==> config.mk <==
export PLATFORM = sky130hd
export DESIGN_NAME = regseq_top
export DESIGN_NICKNAME = d
export VERILOG_FILES = /design/src/rtl/regseq_pkg.sv /design/src/rtl/regseq_sync.sv /design/src/rtl/regseq_delay.sv /design/src/rtl/regseq_lvd.sv /design/src/rtl/regseq_top.sv
export SDC_FILE = /design/constraint.sdc
export NUM_CORES = 1
export LEC_CHECK = 0
export BUFFER_PORTS_ARGS = -buffer_cell sky130_fd_sc_hd__buf_2
export CELL_PAD_IN_SITES_DETAIL_PLACEMENT = 0
export CELL_PAD_IN_SITES_GLOBAL_PLACEMENT = 1
export CORE_MARGIN = 2
export CORE_UTILIZATION = 35
export CTS_CLUSTER_SIZE = 12
export DETAILED_ROUTE_END_ITERATION = 6
export GPL_ROUTABILITY_DRIVEN = 0
export MAX_ROUTING_LAYER = met4
export PLACE_DENSITY = 0.65
export SYNTH_ARGS = -nofsm -noshare
export SYNTH_HDL_FRONTEND = slang
export SYNTH_SLANG_ARGS = --single-unit
==> constraint.sdc <==
create_clock -name clk_i -period 1.63 [get_ports clk_i]
set_clock_uncertainty 0.05 [all_clocks]
set_input_delay 0.0815 -clock clk_i [delete_from_list [all_inputs] [get_ports clk_i]]
set_output_delay 0.0815 -clock clk_i [all_outputs]
set_load 0.05 [all_outputs]
==> src/rtl/regseq_pkg.sv <==
package regseq_pkg;
  typedef struct packed {
    logic vdd_ok;
    logic hp_pd_req;
    logic ulp_ok;
  } ctl_flags_t;

  localparam int CTL_W = $bits(ctl_flags_t);
endpackage

==> src/rtl/regseq_sync.sv <==
module regseq_sync #(
  parameter int          W       = 1,
  parameter logic [W-1:0] RST_VAL = '0
) (
  input  logic         clk_i,
  input  logic         rst_ni,
  input  logic [W-1:0] d_i,
  output logic [W-1:0] q_o
);
  logic [W-1:0] meta_q, sync_q;

  always_ff @(posedge clk_i or negedge rst_ni) begin
    if (!rst_ni) begin
      meta_q <= RST_VAL;
      sync_q <= RST_VAL;
    end else begin
      meta_q <= d_i;
      sync_q <= meta_q;
    end
  end

  assign q_o = sync_q;
endmodule

==> src/rtl/regseq_delay.sv <==
module regseq_delay #(
  parameter int DELAY = 256
) (
  input  logic clk_i,
  input  logic rst_ni,
  input  logic clr_i,
  output logic eoc_o
);
  localparam int          CW   = $clog2(DELAY + 1);
  localparam logic [CW-1:0] TERM = CW'(DELAY);

  logic [CW-1:0] cnt_q;

  always_ff @(posedge clk_i or negedge rst_ni) begin
    if (!rst_ni)             cnt_q <= '0;
    else if (clr_i)          cnt_q <= '0;
    else if (cnt_q != TERM)  cnt_q <= cnt_q + 1'b1;
  end

  // clear takes end-of-count down in the same cycle
  assign eoc_o = (cnt_q == TERM) && !clr_i;

  a_r2_no_overflow: assert property (@(posedge clk_i) disable iff (!rst_ni)
    cnt_q <= TERM);
  a_r6_saturate: assert property (@(posedge clk_i) disable iff (!rst_ni)
    (cnt_q == TERM && !clr_i) |=> (cnt_q == TERM));
  a_r2_eoc_after_count: assert property (@(posedge clk_i) disable iff (!rst_ni)
    $rose(eoc_o) |-> ($past(cnt_q) == TERM - 1));
endmodule

==> src/rtl/regseq_lvd.sv <==
module regseq_lvd #(
  parameter int N_LVD  = 3,
  parameter int HV_IDX = 2
) (
  input  logic             clk_i,
  input  logic             rst_ni,
  input  logic [N_LVD-1:0] stat_i,
  input  logic [N_LVD-1:0] pd_i,
  input  logic             mask_we_i,
  input  logic             mask_wdata_i,
  output logic [N_LVD-1:0] stat_o
);
  logic mask_q;

  always_ff @(posedge clk_i or negedge rst_ni) begin
    if (!rst_ni)        mask_q <= 1'b1;
    else if (mask_we_i) mask_q <= mask_wdata_i;
  end

  for (genvar i = 0; i < N_LVD; i++) begin : g_lvd
    if (i == HV_IDX) begin : g_hv
      assign stat_o[i] = pd_i[i] | mask_q | stat_i[i];
    end else begin : g_lv
      assign stat_o[i] = pd_i[i] | stat_i[i];
    end
  end

  a_r7_mask_load: assert property (@(posedge clk_i) disable iff (!rst_ni)
    mask_we_i |=> (mask_q == $past(mask_wdata_i)));
  a_r7_mask_hold: assert property (@(posedge clk_i) disable iff (!rst_ni)
    !mask_we_i |=> $stable(mask_q));
endmodule

==> src/rtl/regseq_top.sv <==
module regseq_top
  import regseq_pkg::*;
#(
  parameter int DELAY  = 256,
  parameter int N_LVD  = 3,
  parameter int HV_IDX = 2
) (
  input  logic             clk_i,
  input  logic             rst_ni,
  input  logic             ulp_pwr_ok_i,
  input  logic             hpreg_pd_req_i,
  input  logic             vdd_main_ok_i,
  input  logic [N_LVD-1:0] lvd_stat_i,
  input  logic [N_LVD-1:0] lvd_pd_i,
  input  logic             mask_we_i,
  input  logic             mask_wdata_i,
  output logic             reg_ok_o,
  output logic [N_LVD-1:0] lvd_stat_o
);
  localparam int SW = CTL_W + 2 * N_LVD;
  localparam logic [SW-1:0] SYNC_RST = {{N_LVD{1'b0}}, {N_LVD{1'b1}}, {CTL_W{1'b0}}};

  ctl_flags_t       flags_s;
  logic [N_LVD-1:0] stat_s, pd_s;
  logic             eoc;
  logic             cnt_clr;

  regseq_sync #(.W(SW), .RST_VAL(SYNC_RST)) u_sync (
    .clk_i  (clk_i),
    .rst_ni (rst_ni),
    .d_i    ({lvd_pd_i, lvd_stat_i, vdd_main_ok_i, hpreg_pd_req_i, ulp_pwr_ok_i}),
    .q_o    ({pd_s, stat_s, flags_s})
  );

  assign cnt_clr = !flags_s.ulp_ok || flags_s.hp_pd_req;

  regseq_delay #(.DELAY(DELAY)) u_delay (
    .clk_i  (clk_i),
    .rst_ni (rst_ni),
    .clr_i  (cnt_clr),
    .eoc_o  (eoc)
  );

  assign reg_ok_o = eoc && flags_s.vdd_ok;

  regseq_lvd #(.N_LVD(N_LVD), .HV_IDX(HV_IDX)) u_lvd (
    .clk_i        (clk_i),
    .rst_ni       (rst_ni),
    .stat_i       (stat_s),
    .pd_i         (pd_s),
    .mask_we_i    (mask_we_i),
    .mask_wdata_i (mask_wdata_i),
    .stat_o       (lvd_stat_o)
  );

  a_r3_ok_needs_vdd: assert property (@(posedge clk_i) disable iff (!rst_ni)
    reg_ok_o |-> flags_s.vdd_ok);
  a_r4_pd_blocks_ok: assert property (@(posedge clk_i) disable iff (!rst_ni)
    flags_s.hp_pd_req |-> !reg_ok_o);
  a_r9_ulp_blocks_ok: assert property (@(posedge clk_i) disable iff (!rst_ni)
    !flags_s.ulp_ok |-> !reg_ok_o);
  a_r8_pd_reads_ok: assert property (@(posedge clk_i) disable iff (!rst_ni)
    (pd_s == {N_LVD{1'b1}}) |-> (lvd_stat_o == {N_LVD{1'b1}}));
endmodule

==> metrics.csv, run 1 <==
stage,metric,value,unit
routing,Remaining DRCs,0,
sta,Min Hold Slack,230.4,ps
grt,vias in the first global route,696,
routing,Via density,4.603,
cells_and_area,"most common cell after layout, fill and taps aside",dfrtp_1,
grt,gr usage total,11.97,%
routing,routed wire length,1587,um
sta,RSZ-0062 raised after global routing,true,
yosys,synthesized flop and latch total,28,
setup_path,Critical Path RT,1500,ps
yosys,Compound-Gate Fraction of Synth Area,5.112,%
setup_path,Critical Path Fanout Max,2,
setup_path,Top delay family on crit path,simple AND/OR/NAND/NOR gates,
worst_hold_path,HP Class,in2async,
clock_network,CTS HTree Levels,1,
grt,grt ovf,0,
sta,final setup TNS,-160.8,ps
cells_and_area,most frequent cells in the layout,"dfrtp_1 (21), buf_2 (15), dlygate4sd3_1 (12)",
yosys,top cell type's share of synthesized area,52.37,%
clock_network,"CTS clk-pin slew, worst paths",130,ps
yosys,mux contribution to synthesized area,2.120,%
yosys,Mapped Avg Cell Area,13.20,um^2
yosys,Post-Synthesis Cells,76,
yosys,Syn Std Cell Area,0.001003,mm^2
setup_path,slowest CP cell,dfrtp_1,
die,core region area,0.002734,mm^2
sta,minimum clock period,1791,ps
routing,Iter 0 DRT Violations,1,
sta,fmax,0.5584,GHz
routing,vias after detailed routing,672,
setup_path,critical path endpoint,reg_ok_o,
die,Die Wd,57.55,um
setup_path,cells along the critical path,inv_1 > ha_1 > nor4b_4 > and2_4 > and3_4 > buf_8,
yosys,Post-synth EDFFs,0,
yosys,yosys warns,0,
sta,Slew Limit Headroom,61.21,%
setup_path,endpoint class of the critical path,primary output,
setup_path,critical setup path kind,reg2out,
power_and_ir_drop,pwr dens,838.5,mW/mm^2
yosys,register area share after synthesis,70.70,%
sta,worst slew pin tran,581.9,ps
clock_network,Max clock buf depth,2,
setup_path,worst reg2reg startpoint,u_delay.cnt_q[0],
sta,Final Slew Violations,0,
grt,largest net degree at the start of global routing,29,
die,Die Area,0.003311,mm^2
setup_path,R2R Path End,u_delay.cnt_q[0],
setup_path,buffers and inverters on the worst path,2,
routing,first drt pass iteration count,4,
clock_network,clk root buf,clkbuf_4,
status,failing checks,setup timing,
yosys,Synth Area in Adders,2.494,%
placed_design,Cell Count Post-Placement,130,
setup_path,Crit path arrival time,1660,ps
die,Die Y,57.55,um
yosys,Post-Synth XOR/XNOR Area,1.746,%
yosys,simple-gate portion of the synthesized area,16.33,%
clock_network,latest clock arrival within the worst-skew pair,320,ps
sta,final clock period utilization by the worst path,109.9,%
yosys,"area leader, netlist",dfrtp_1,
sta,final setup vio count,1,
yosys,"FFs w/ async S/R, synth",100.0,%
setup_path,reg2reg setup slack,210,ps
cells_and_area,nets@finish,131,
clock_network,TritonCTS clock tree,done,
grt,first-pass GRT wire length,2925,um
setup_path,startpoint types,flip-flop,
yosys,Post-Syn Nets,91,
clock_network,clock sink count,28,
cells_and_area,diode count,0,
setup_path,critical path depth,6,
cells_and_area,area growth from synthesis to layout,36.78,%
die,I/O Pins,17,
status,status,"complete, but fails checks",
cells_and_area,layout cells sized above 1,37.39,%
sta,worst setup margin,-160.8,ps
placed_design,placed cell area,0.001180,mm^2
die,initial core utilization,36.70,%
placed_design,# port buffers,16,
power_and_ir_drop,Max IR drop VDD,766.6,uV
yosys,largest family of logic cells by synthesized area,simple AND/OR/NAND/NOR gates,
power_and_ir_drop,LEAKAGE,0.0006140,uW
yosys,ys flop type,dfrtp_1,
setup_path,Worst R2R Path Depth,6,
yosys,library cells used by synthesis,23,
flow_run,Max Cap Viol,0,
grt,initial antenna violation count,0,
cells_and_area,Non-Filler Instances,146,
setup_path,"Largest stage delay, worst path",400,ps
yosys,"top cells by area, synth","dfrtp_1 (52%), dfstp_2 (18%), or3_1 (3.7%)",
clock_network,post-CTS setup repair buffer count,0,
setup_path,CP startpoint,u_delay.cnt_q[0],
routing,WL per Instance,10.87,um
placed_design,dpl hpwl,1064,um
sta,final hold vios,0,
routing,Post-DRT Antenna Nets,0,
cells_and_area,fin area,0.001373,mm^2
die,Placement Rows,19,
clock_network,TritonCTS Buffers,3,
-- cell usage after synthesis, types with 2 or more instances --
master	n
a21oi_1	4
xor2_1	2
o21ai_0	5
or3_1	6
ha_1	2
inv_1	3
nand2_1	5
nand3_1	5
nor4b_1	2
or2_2	2
nor2_1	2
dfrtp_1	21
dfstp_2	7
-- worst register-to-register path, stage by stage, from the launching register on --
cell     delay [ps]
dfrtp_1         400
inv_1            80
ha_1            150
nor4b_4         210
and2_4          190
buf_4           110
mux2i_1         170
-- through the flow --
step | setup WS, ps | total power (uW) | utilization [%]
floorplan | 73.56 | 781.7 | -
global placement | 10.64 | 819.1 | 43.16
detailed placement | -41.94 | 821.7 | 43.16
CTS | -198.1 | 1179 | 50.21
global route | -260.8 | 1225 | 50.21
finish | -160.8 | 1151 | 50.21
-- report_power, final --
group	leakage [uW]	internal, uW	switching (uW)
clock network	0.0000210	137	181
logic	0.000255	47.7	48.5
registers	0.000338	729	7.93
-- cells by family (layout without fill, tap and decap cells) --
group / Yosys count / in the layout
DFF: 28 / 28
muxes: 2 / 2
buffers and inverters: 4 / 43
adders and majority gates: 2 / 2
AOI/OAI and AO/OA: 10 / 10
xor gates and xnor gates: 2 / 2
and+or+nand+nor: 28 / 28
-- routing by layer --
metal	GRT usage (%)	share of wire, %	wire (um)
met2	17.69	48	755
met1	15.42	47	752
met3	2.721	3.2	50
met5	-	0	0
met4	5.980	1.8	29
-- final cells by class --
cell class	count	area [um^2]
clock buffers	4	36.28
repair buffers	36	270.3
inverters	3	11.26
fillers	236	1361
well taps	31	38.79
flip-flops and latches	28	709.4
multi-input cells	44	306.5
-- how the worst min path moves through the flow --
| stage | startpoint | to | slack (ps) | cells after the start |
|---|---|---|---|---|
| final | rst_ni | u_delay.cnt_q[5] | 230 | 2 |
| after global routing | rst_ni | u_delay.cnt_q[5] | 290 | 2 |
| after CTS | rst_ni | u_delay.cnt_q[5] | 250 | 2 |
| after detailed placement | rst_ni | u_delay.cnt_q[8] | 80 | 1 |
| after global placement | rst_ni | u_sync.q_o[8] | 80 | 1 |
| after floorplan | rst_ni | u_delay.cnt_q[0] | -260 | 0 |
-- sequential cells by signal (all words and copies together) (netlist names) --
| name | flops |
|---|---|
| u_sync.meta_q | 9 |
| u_lvd.mask_q | 1 |
| u_sync.q_o | 9 |
| u_delay.cnt_q | 9 |
-- repair_timing --
item,4_1_cts,5_1_grt
hold buffers,12,0
gates resized for setup,8,0
endpoints found under the setup margin,1,1
hold endpoints to repair,31,0
pin swaps,2,0
Note: power is estimated with default switching activity, not from simulation.
==> run 2: changes to the inputs <==
--- a/config.mk
+++ b/config.mk
@@ -6,15 +6,15 @@
 export NUM_CORES = 1
 export LEC_CHECK = 0
 export BUFFER_PORTS_ARGS = -buffer_cell sky130_fd_sc_hd__buf_2
-export CELL_PAD_IN_SITES_DETAIL_PLACEMENT = 0
-export CELL_PAD_IN_SITES_GLOBAL_PLACEMENT = 1
+export CELL_PAD_IN_SITES_DETAIL_PLACEMENT = 2
+export CELL_PAD_IN_SITES_GLOBAL_PLACEMENT = 2
 export CORE_MARGIN = 2
 export CORE_UTILIZATION = 35
 export CTS_CLUSTER_SIZE = 12
 export DETAILED_ROUTE_END_ITERATION = 6
 export GPL_ROUTABILITY_DRIVEN = 0
 export MAX_ROUTING_LAYER = met4
-export PLACE_DENSITY = 0.65
+export PLACE_DENSITY = 0.75
 export SYNTH_ARGS = -nofsm -noshare
 export SYNTH_HDL_FRONTEND = slang
 export SYNTH_SLANG_ARGS = --single-unit
==> run 2 against run 1 <==
- the run still ends with setup timing left
- clock power increased by 45%
- clock-buffer cell count decreased by 1
- worst setup slack got worse by 120 ps
- first-iteration DRC count increased to 11 times the previous value
- via count increased by 16%
- critical path type unchanged
- highest routed layer unchanged
==> metrics.csv, run 2 (synthesis gave the netlist of run 1 again) <==
stage,metric,value,unit,change
status,status,"complete, but fails checks",,unchanged
status,failing checks,setup timing,,unchanged
sta,worst setup margin,-279.3,ps,was -160.8 ps
sta,minimum clock period,1909,ps,was 1791 ps
die,Die Y,57.55,um,unchanged
cells_and_area,fin area,0.001475,mm^2,was 0.001373 mm^2
power_and_ir_drop,Net Switching,287.3,uW,was 237.3 uW
clock_network,CTS HTree Levels,1,,unchanged
cells_and_area,layout cells sized above 1,45.83,%,was 37.39%
placed_design,Cell Count Post-Placement,131,,was 130
clock_network,"CTS clk-pin slew, worst paths",160,ps,was 130 ps
sta,fmax,0.5238,GHz,was 0.5584 GHz
cells_and_area,area growth from synthesis to layout,47.01,%,was 36.78%
setup_path,endpoint class of the critical path,primary output,,unchanged
power_and_ir_drop,pwr dens,897.8,mW/mm^2,was 838.5 mW/mm^2
worst_hold_path,HP Class,in2async,,unchanged
grt,initial antenna violation count,0,,unchanged
die,core region area,0.002734,mm^2,unchanged
cells_and_area,Non-Filler Instances,151,,was 146
routing,WL per Instance,22.29,um,was 10.87 um
sta,final hold vios,0,,unchanged
die,initial core utilization,36.70,%,unchanged
power_and_ir_drop,combinational share of power,9.2,%,was 8.4%
clock_network,TritonCTS Buffers,3,,unchanged
routing,first drt pass iteration count,4,,unchanged
power_and_ir_drop,Clock Power Share,34.7,%,was 27.6%
power_and_ir_drop,sequential power share,56.1,%,was 64.1%
placed_design,dpl ws,-222.3,ps,was -41.94 ps
routing,Post-DRT Antenna Nets,0,,unchanged
routing,Remaining DRCs,0,,unchanged
grt,first-pass GRT wire length,5368,um,was 2925 um
sta,Final Slew Violations,0,,unchanged
power_and_ir_drop,Int Pwr,1037,uW,was 913.6 uW
clock_network,Max clock buf depth,2,,unchanged
placed_design,# port buffers,16,,unchanged
routing,Via density,5.166,,was 4.603
setup_path,critical setup path kind,reg2out,,unchanged
clock_network,clock sink count,28,,unchanged
setup_path,startpoint types,flip-flop,,unchanged
routing,Iter 0 DRT Violations,11,,was 1
placed_design,placed cell area,0.001187,mm^2,was 0.001180 mm^2
cells_and_area,diode count,0,,unchanged
power_and_ir_drop,Max IR drop VDD,692.1,uV,was 766.6 uV
flow_run,Max Cap Viol,0,,unchanged
die,Placement Rows,19,,unchanged
clock_network,TritonCTS clock tree,done,,unchanged
power_and_ir_drop,LEAKAGE,0.0006463,uW,was 0.0006140 uW
grt,vias in the first global route,969,,was 696
sta,Slew Limit Headroom,59.46,%,was 61.21%
cells_and_area,most frequent cells in the layout,"dfrtp_1 (21), buf_2 (15), buf_4 (13)",,"was dfrtp_1 (21), buf_2 (15), dlygate4sd3_1 (12)"
power_and_ir_drop,switching share of power,21.69,%,was 20.62%
clock_network,clk root buf,clkbuf_4,,unchanged
grt,largest net degree at the start of global routing,29,,unchanged
setup_path,Critical Path RT,1500,ps,about the same
routing,routed wire length,3366,um,was 1587 um
grt,gr usage total,23.41,%,was 11.97%
die,Die Wd,57.55,um,unchanged
grt,grt ovf,0,,unchanged
die,I/O Pins,17,,unchanged
sta,RSZ-0062 raised after global routing,true,,unchanged
placed_design,dpl hpwl,1606,um,was 1064 um
routing,vias after detailed routing,780,,was 672
sta,final clock period utilization by the worst path,117.1,%,was 109.9%
cells_and_area,nets@finish,136,,was 131
cells_and_area,"most common cell after layout, fill and taps aside",dfrtp_1,,unchanged
sta,final setup vio count,1,,unchanged
setup_path,Critical Path Fanout Max,2,,unchanged
clock_network,latest clock arrival within the worst-skew pair,330,ps,was 320 ps
die,Die Area,0.003311,mm^2,unchanged
sta,worst slew pin tran,608.1,ps,was 581.9 ps
sta,Min Hold Slack,218.9,ps,was 230.4 ps
setup_path,Crit path arrival time,1780,ps,was 1660 ps
==> run 2: power groups by stage <==
| stage | Combinational (uW) | Sequential [uW] | Clock [uW] |
|---|---|---|---|
| 6_report | 121 | 743 | 460 |
| 5_1_grt | 133 | 747 | 491 |
| 4_1_cts | 113 | 740 | 455 |
| 3_5_place_dp | 75.9 | 752 | 0 |
| 3_3_place_gp | 73.1 | 749 | 0 |
| 2_1_floorplan | 32.2 | 749 | 0 |
==> run 2: timing repair <==
item	CTS	global route
pin swaps	3	2
setup buffers	5	2
gates resized for setup	12	6
hold buffers	12	0
hold endpoints to repair	31	0
gates cloned	0	0
setup endpoints to repair	4	6
==> run 2: routing by layer <==
metal | vias up | routed length (um) | track usage, % | share of wire, %
li1 | 348 | - | - | -
met1 | 406 | 1419 | 26.91 | 42
met2 | 18 | 1773 | 42.05 | 53
met3 | 8 | 77 | 3.628 | 2.3
met4 | 0 | 96 | 6.312 | 2.9
met5 | - | 0 | - | 0
==> run 2: per-stage QoR <==
step           utilization [%]  TNS [ps]  power [uW]
3_3_place_gp             43.43         0       822.0
3_5_place_dp             43.43    -400.8       827.8
6_report                 53.96    -279.3        1324
4_1_cts                  52.91    -224.8        1307
2_1_floorplan                -         0       781.7
5_1_grt                  53.96    -341.6        1371
==> run 2: final timing paths <==
path                                   from               end  slack [ps]  cells after the start
max                        u_delay.cnt_q[1]          reg_ok_o        -280                      6
min                                  rst_ni  u_delay.cnt_q[4]         220                      2
max reg2reg                u_delay.cnt_q[0]  u_delay.cnt_q[6]          60                      6
min reg2reg                u_sync.meta_q[4]     u_sync.q_o[4]         300                      0
max in group asynchronous            rst_ni  u_delay.cnt_q[7]         900                      2
min in group clk_i         u_sync.meta_q[4]     u_sync.q_o[4]         300                      0
==> run 2: critical path, cell delays in order, from the launching register on <==
cell and delay [ps]:
dfrtp_1 440, inv_2 90, ha_4 120, nor4b_4 260, and2_4 210, and3_4 190, buf_8 140
==> run 2: final cells by class <==
class	count	area, um^2
clock buffer	3	22.52
multi-input combinational	44	355.3
clock inverter	1	30.03
tap	31	38.79
inverter	3	11.26
fill	256	1259
timing repair buffer	41	307.8
sequential	28	709.4
